$ cat config.mk
export PLATFORM = sky130hd
export DESIGN_NAME = keymux_scanner
export DESIGN_NICKNAME = d
export VERILOG_FILES = /design/src/rtl/keymux_scanner.sv
export SDC_FILE = /design/constraint.sdc
export NUM_CORES = 1
export LEC_CHECK = 0
export BUFFER_PORTS_ARGS = -buffer_cell sky130_fd_sc_hd__buf_2
export CORE_MARGIN = 3
export CORE_UTILIZATION = 30
export CTS_BUF_LIST = sky130_fd_sc_hd__clkbuf_2 sky130_fd_sc_hd__clkbuf_4 sky130_fd_sc_hd__clkbuf_8
export CTS_CLUSTER_SIZE = 30
export DETAILED_ROUTE_END_ITERATION = 10
export PLACE_DENSITY = 0.55
export RECOVER_POWER = 100
export SKIP_CTS_REPAIR_TIMING = 1
export SLEW_MARGIN = 0
export SYNTH_ARGS = -nofsm -noshare
export SYNTH_HDL_FRONTEND = slang
export SYNTH_SLANG_ARGS = --single-unit
$ cat constraint.sdc
create_clock -name clk -period 13.1 [get_ports clk]
set_input_delay 2.62 -clock clk [delete_from_list [all_inputs] [get_ports clk]]
set_output_delay 2.62 -clock clk [all_outputs]
set_load 0.005 [all_outputs]
$ cat src/rtl/keymux_scanner.sv
module keymux_scanner #(
  parameter int PHASE_CYC = 20
) (
  input  logic       clk,
  input  logic       rst_n,
  output logic [3:0] strobe_code,
  output logic [1:0] grp_sel,
  input  logic [3:0] ret_in,
  input  logic       mode_ret,
  input  logic       aux_ret,
  output logic       evt_valid,
  input  logic       evt_ready,
  output logic [7:0] evt_code,
  output logic       evt_press
);
  localparam int NSTB = 16;
  localparam int NRET = 10;
  localparam int CW   = (PHASE_CYC > 1) ? $clog2(PHASE_CYC) : 1;

  logic [3:0]      stb_q;
  logic            phase_q, emit_q;
  logic [CW-1:0]   cnt_q;
  logic [3:0]      samp_a_q;
  logic [NRET-1:0] raw_q;
  logic [NRET-1:0] prev_q [NSTB];
  logic [NRET-1:0] stab_q [NSTB];
  logic [NRET-1:0] pend;
  logic [3:0]      idx;

  assign pend = (raw_q ~^ prev_q[stb_q]) & (raw_q ^ stab_q[stb_q]);

  always_comb begin
    idx = 4'd0;
    for (int i = NRET - 1; i >= 0; i--)
      if (pend[i]) idx = 4'(i);
  end

  assign strobe_code = stb_q;
  assign grp_sel     = emit_q ? 2'b00 : (phase_q ? 2'b10 : 2'b01);
  assign evt_valid   = emit_q & (|pend);
  assign evt_press   = raw_q[idx];
  assign evt_code    = (idx < 4'd8) ? {1'b0, stb_q, idx[2:0]} :
                       (idx == 4'd8) ? {4'b1000, stb_q} : {4'b1001, stb_q};

  always_ff @(posedge clk or negedge rst_n) begin
    if (!rst_n) begin
      stb_q    <= '0;
      phase_q  <= 1'b0;
      emit_q   <= 1'b0;
      cnt_q    <= '0;
      samp_a_q <= '0;
      raw_q    <= '0;
      for (int s = 0; s < NSTB; s++) begin
        prev_q[s] <= '0;
        stab_q[s] <= '0;
      end
    end else if (emit_q) begin
      if (!(|pend)) begin
        prev_q[stb_q] <= raw_q;
        stb_q         <= stb_q + 4'd1;
        emit_q        <= 1'b0;
      end else if (evt_ready) begin
        stab_q[stb_q][idx] <= raw_q[idx];
      end
    end else if (cnt_q == CW'(PHASE_CYC - 1)) begin
      cnt_q <= '0;
      if (!phase_q) begin
        samp_a_q <= ret_in;
        phase_q  <= 1'b1;
      end else begin
        raw_q   <= {aux_ret, mode_ret, ret_in, samp_a_q};
        phase_q <= 1'b0;
        emit_q  <= 1'b1;
      end
    end else begin
      cnt_q <= cnt_q + CW'(1);
    end
  end
endmodule


# --- Word level (Yosys, flattened, before mapping) ---
# Cells that the tools add are included.
totals:
  output_inout_bits: 16
  reg_bits: 345
  in_bits: 9
  elab_cells: 99
op_classes:
  n_lt_le_gt_ge: 5
  reduce_logical: 8
  n_bitwise: 8
  eq_ne: 2
  n_addsub: 2
  n_mux: 36
ops:
  columns: ["cell", "count"]
  rows:
  - ["bitwise mux 160 bit", 2]
  - ["binary-select mux 10 bit (select 4 bit)", 2]
  - ["demux 10 bit (select 4 bit)", 2]
  - ["two-way mux 10 bit", 6]
  - ["two-way mux 4 bit", 10]
  - ["AND 10 bit", 1]
  - ["two-way mux 5 bit", 2]
  - ["OR reduction 10 bit", 1]
  - ["bitwise XNOR 10 bit", 1]
  - ["bitwise XOR 10 bit", 1]
  - ["AND reduction 3 bit", 3]
  - ["two-way mux 8 bit", 1]
  - ["two-way mux 1 bit", 7]
  - ["adder 5 x 1 -> 5 bit (second input constant)", 1]
  - ["equality test 5 bit (second input constant)", 1]
  - [">= comparator 5 bit (second input constant)", 1]
  - ["< comparator 4 x 5 -> 1 bit (second input constant)", 1]
  - ["< comparator 5 x 1 -> 1 bit (second input constant)", 1]
  - ["inverter 4 -> 5 bit", 1]
  - ["adder 4 x 1 -> 4 bit (second input constant)", 1]
  - ["binary-select mux 1 bit (select 4 bit)", 1]
  - ["demux 1 bit (select 4 bit)", 1]
  - ["equality test 4 bit (second input constant)", 1]
  - [">= comparator 4 x 1 -> 1 bit (second input constant)", 1]
  - ["6 further kinds", 11]

# --- Longest topological paths before layout ---
logic_depth:
  word_depth: 23
  mapped_depth: 16
  depth_no_buf: 11

# --- Worst setup path after synthesis ---
# No wires, ideal clock.
synth_path:
  kind: "register -> output"
  startpoint: "reg stb_q[1] (netlist: strobe_code[1])"
  endpoint: "out evt_press"
  arrival_time_ns: 3.765
  slack_ns: 6.715
  stages_incl_launch_ff: 15
  cell_sequence: "dfrtp_1 -> buf_6 -> buf_8 -> buf_8 -> mux4_2 -> mux2_2 -> or2_2 -> mux4_2 -> nand4_4 -> nor2_1 -> nand2_1 -> inv_2 -> a221oi_2 -> o22ai_1 -> or4_1"
synth_via:
  elab_chain_cells: 18
  word_cells_on_any_way: 22
synth_rtl:
  columns: ["item", "line", "source"]
  rows:
  - ["start: declaration", "20", "logic [3:0] stb_q;"]
  - ["start signal: assignment", "60", "stb_q <= stb_q + 4'd1;"]
  - ["inverter 4 -> 5 bit (not written as such) *", "30", "assign pend = (raw_q ~^ prev_q[stb_q]) & (raw_q ^ stab_q[stb_q]);"]
  - ["binary-select mux 10 bit (select 4 bit)", "30", null]
  - ["two-way mux 10 bit (not written as such) (2 in a row)", "30", null]
  - ["bitwise XNOR 10 bit or bitwise XOR 10 bit (tied branches)", "30", null]
  - ["AND 10 bit *", "30", null]
  - ["two-way mux 4 bit (9 in a row)", "35", "if (pend[i]) idx = 4'(i);"]
  - ["two-way mux 4 bit *", "35", null]
  - ["binary-select mux 1 bit (select 4 bit) *", "41", "assign evt_press = raw_q[idx];"]
  - ["two-way mux 1 bit (not written as such) *", "41", null]
  - ["end: declaration", "14", "output logic evt_press"]
# Every way passes the cells marked *; elsewhere a longest branch is shown, timed or not. The select of a mux whose other input is x is not followed.

# --- Final worst setup path ---
layout_path:
  startpoint: "reg stb_q[3] (netlist: strobe_code[3])"
  endpoint: "out evt_press"
# Same word-level chain as after synthesis.

==> results.py <==
metrics = {
    "power_and_ir_drop": {
        "power.ir.vdd_worst_mv": 0.0626,
        "power_density_over_the_cells_nw_per_um2": 109,
        "power.leakage_uw": 0.00842,
    },
    "clock_tree": {
        "tritoncts.num_buffers": 58,
        "clock_latency_ns": 0.65,
        "cts_buffer_depth": 3,
        "h-tree-depth": 2,
        "clk_transition_reported_paths_ns": 0.06,
        "sinks_on_clock_net": 345,
        "clock_tree.root_cell": "sky130_fd_sc_hd__clkbuf_8",
        "tritoncts_clock_tree": "done",
    },
    "worst_setup_path": {
        "critical_path_peak_fanout": 46,
        "worstSetupStartpointType": "flip-flop",
        "arrival_ns": 7.73,
        "critPathCaptureType": "primary output",
        "crit_type": "reg2out",
        "worst_ep_required_time_ns": 10.48,
    },
    "routing": {
        "routed_wire_length_per_instance_um": 22.6,
        "post_drt_via_cell_ratio": 5.31,
        "drt_pass1_iterations": 5,
        "drt_drc_violations_left": 0,
        "route.vias.total": 11100,
        "number_of_nets_with_antenna_violations_after_routing": 0,
        "wl_mm": 47.2,
        "detail_route.iter0.violations": 788,
    },
    "timing": {
        "max_slew_violation_count": 326,
        "final_min_period_over_clock_period_pct": 79.0,
        "tightest_slew_ns": 7.21,
        "rsz_0062_raised_after_global_routing": "no",
        "final_period_minus_worst_setup_slack_ns": 10.35,
        "fmax_ghz": 0.0966,
        "fin_setup_tns_ns": 0,
        "slew-limit-headroom_pct": -381,
        "fin_worst_skew_ns": 0.0341,
        "fin_hold_viols": 0,
        "final-setup-viol-count": 0,
    },
    "global_routing": {
        "grt.met1_usage_pct": 21.3,
        "antenna_violations_before_repair": 4,
        "global_route.peak_usage_layer": "met2",
        "grt_pass1_wl_mm": 73.1,
        "grt.total_usage_pct": 15.7,
        "maximum_number_of_pins_on_one_net_before_global_route_repair": 135,
        "first_global_vias": 11600,
        "gr-usage-met3_pct": 4.26,
        "global_route.usage.met2_pct": 24.3,
        "grt-ovfl-total": 0,
    },
    "layout": {
        "final_nets": 1306,
        "final_area_um2": 19300,
        "antenna_cells": 0,
        "layout.cells.most_common": "sky130_fd_sc_hd__dfrtp_1",
        "mostFrequentLayoutCells": "sky130_fd_sc_hd__dfrtp_1, sky130_fd_sc_hd__mux2_2, sky130_fd_sc_hd__mux4_2",
        "synthToLayoutAreaGrowth_pct": 10.0,
        "post_route_cells_drive_above_1_share_pct": 38.4,
    },
    "logic_synthesis": {
        "synth_top_flop_cell": "sky130_fd_sc_hd__dfrtp_1",
        "synthArstFlopShare_pct": 100,
        "yosysWarnings": 0,
        "yosys.cell_types.count": 64,
        "synth-edff-count": 0,
        "synth.avg_cell_area_um2": 13.4,
        "synthesis.nets": 1316,
        "yosys_reg_bits": 345,
        "syn_area_um2": 17500,
        "netlist_instances": 1302,
        "synth_sequential_area_ratio_pct": 49.3,
    },
    "floorplanning": {
        "fp.dieArea_um2": 61300,
        "row_count": 87,
        "floorplan.die.height_um": 248,
        "die-width_um": 248,
        "design.portCount": 25,
        "start_util_pct": 30.7,
        "core_area_um2": 57000,
    },
    "outcome": {
        "failed_checks": "max-capacitance violations, max-slew violations",
        "status": "complete, but fails checks",
    },
    "place": {
        "dp_hpwl_mm": 29.0,
        "finalWeightedCongestion": 0.794,
        "port_buffers": 24,
        "post_dp_cell_area_um2": 18200,
    },
    "job": {
        "timing.max_cap.violations": 4,
    },
    "min_path": {
        "min-delay-path-class": "reg2reg",
    },
}
==> critical path: stages, from the launching register on <==
cell and delay [ns]:
sky130_fd_sc_hd__dfrtp_1 1.94, sky130_fd_sc_hd__buf_4 0.79, sky130_fd_sc_hd__mux4_2 0.60, sky130_fd_sc_hd__mux2i_1 0.25
sky130_fd_sc_hd__nor2_1 0.08, sky130_fd_sc_hd__mux4_2 0.58, sky130_fd_sc_hd__or4_1 0.68, sky130_fd_sc_hd__nor2_1 0.15
sky130_fd_sc_hd__nand2_1 0.10, sky130_fd_sc_hd__inv_1 0.32, sky130_fd_sc_hd__nand3_1 0.84, sky130_fd_sc_hd__o22ai_1 0.43
sky130_fd_sc_hd__or4_1 0.17, sky130_fd_sc_hd__buf_2 0.12
==> flip-flops by register name, summed over array words and instances (netlist names) <==
name	flops
strobe_code	4
prev_q	160
phase_q	1
cnt_q	5
stab_q	160
emit_q	1
samp_a_q	4
raw_q	10
==> per-layer routing <==
metal | up-vias | share of wire [%]
li1 | 4854 | -
met1 | 5838 | 45
met2 | 293 | 46
met3 | 87 | 6.4
met4 | 4 | 2.7
met5 | - | 0.051
==> area by class of cell <==
type,count,area [um^2]
fill,5720,37800
multi-input combinational,837,8210
sequential,345,8640
clock inverter,7,37.5
timing repair buffer,43,250
clock buffer,92,1150
tap,756,946
inverter,7,26.3
==> report_power, final <==
part,internal [uW],switching [uW],leakage [uW]
logic,8.95,34.9,0.00303
registers,1070,7.93,0.00476
clock network,549,436,0.000636
==> path summary, 6_finish.rpt <==
kind                                start           to  slack (ns)  cells after the start
hold / removal                  stab_q[7]    stab_q[7]        0.48                      1
hold reg to reg                 stab_q[7]    stab_q[7]        0.48                      1
setup / recovery           strobe_code[3]    evt_press        2.75                     13
setup reg to reg           strobe_code[3]   stab_q[96]        4.08                     11
min in group asynchronous           rst_n  stab_q[146]        4.68                      1
max in group asynchronous           rst_n   prev_q[80]        3.51                      3
==> kinds of logic (layout without fill, tap and decap cells) <==
| kind of cell | after synthesis | count (layout) | synth area share [%] |
|---|---|---|---|
| buf+inv | 120 | 149 | 3.27 |
| xor+xnor | 5 | 5 | 0.250 |
| simple gates | 267 | 267 | 8.03 |
| flops | 345 | 345 | 49.3 |
| compound gates | 131 | 131 | 5.47 |
| fa+ha+maj | 5 | 5 | 0.357 |
| mux | 429 | 429 | 33.3 |
==> cells in the mapped netlist, types with 13 or more instances <==
cell type / count / area [um^2]
sky130_fd_sc_hd__nor3_1: 50 / 250
sky130_fd_sc_hd__mux2_1: 42 / 473
sky130_fd_sc_hd__nor2_1: 69 / 259
sky130_fd_sc_hd__o21ai_0: 55 / 275
sky130_fd_sc_hd__buf_2: 28 / 140
sky130_fd_sc_hd__nand2_2: 16 / 100
sky130_fd_sc_hd__o41ai_1: 38 / 333
sky130_fd_sc_hd__mux2i_1: 27 / 270
sky130_fd_sc_hd__dfrtp_1: 345 / 8630
sky130_fd_sc_hd__mux2_2: 268 / 3020
sky130_fd_sc_hd__mux4_2: 92 / 2070
sky130_fd_sc_hd__clkbuf_1: 66 / 248
sky130_fd_sc_hd__o31ai_1: 13 / 97.6
sky130_fd_sc_hd__nand2_1: 47 / 176
==> stage by stage <==
stage / setup slack (ns) / instances / utilization (%) / total power, uW / hold WS (ns)
after global routing: 2.11 / 2087 / 33.8 / 2190 / 0.504
after floorplan: 6.71 / 1302 / - / 1110 / 0.451
after CTS: 3.61 / 2087 / 34.0 / 2140 / 0.489
final: 2.75 / 2087 / 33.8 / 2110 / 0.482
after global placement: 4.45 / 1988 / 32.0 / 1140 / 0.463
after detailed placement: 4.32 / 1988 / 32.0 / 1140 / 0.474
Power figures use the tool's default switching activity.
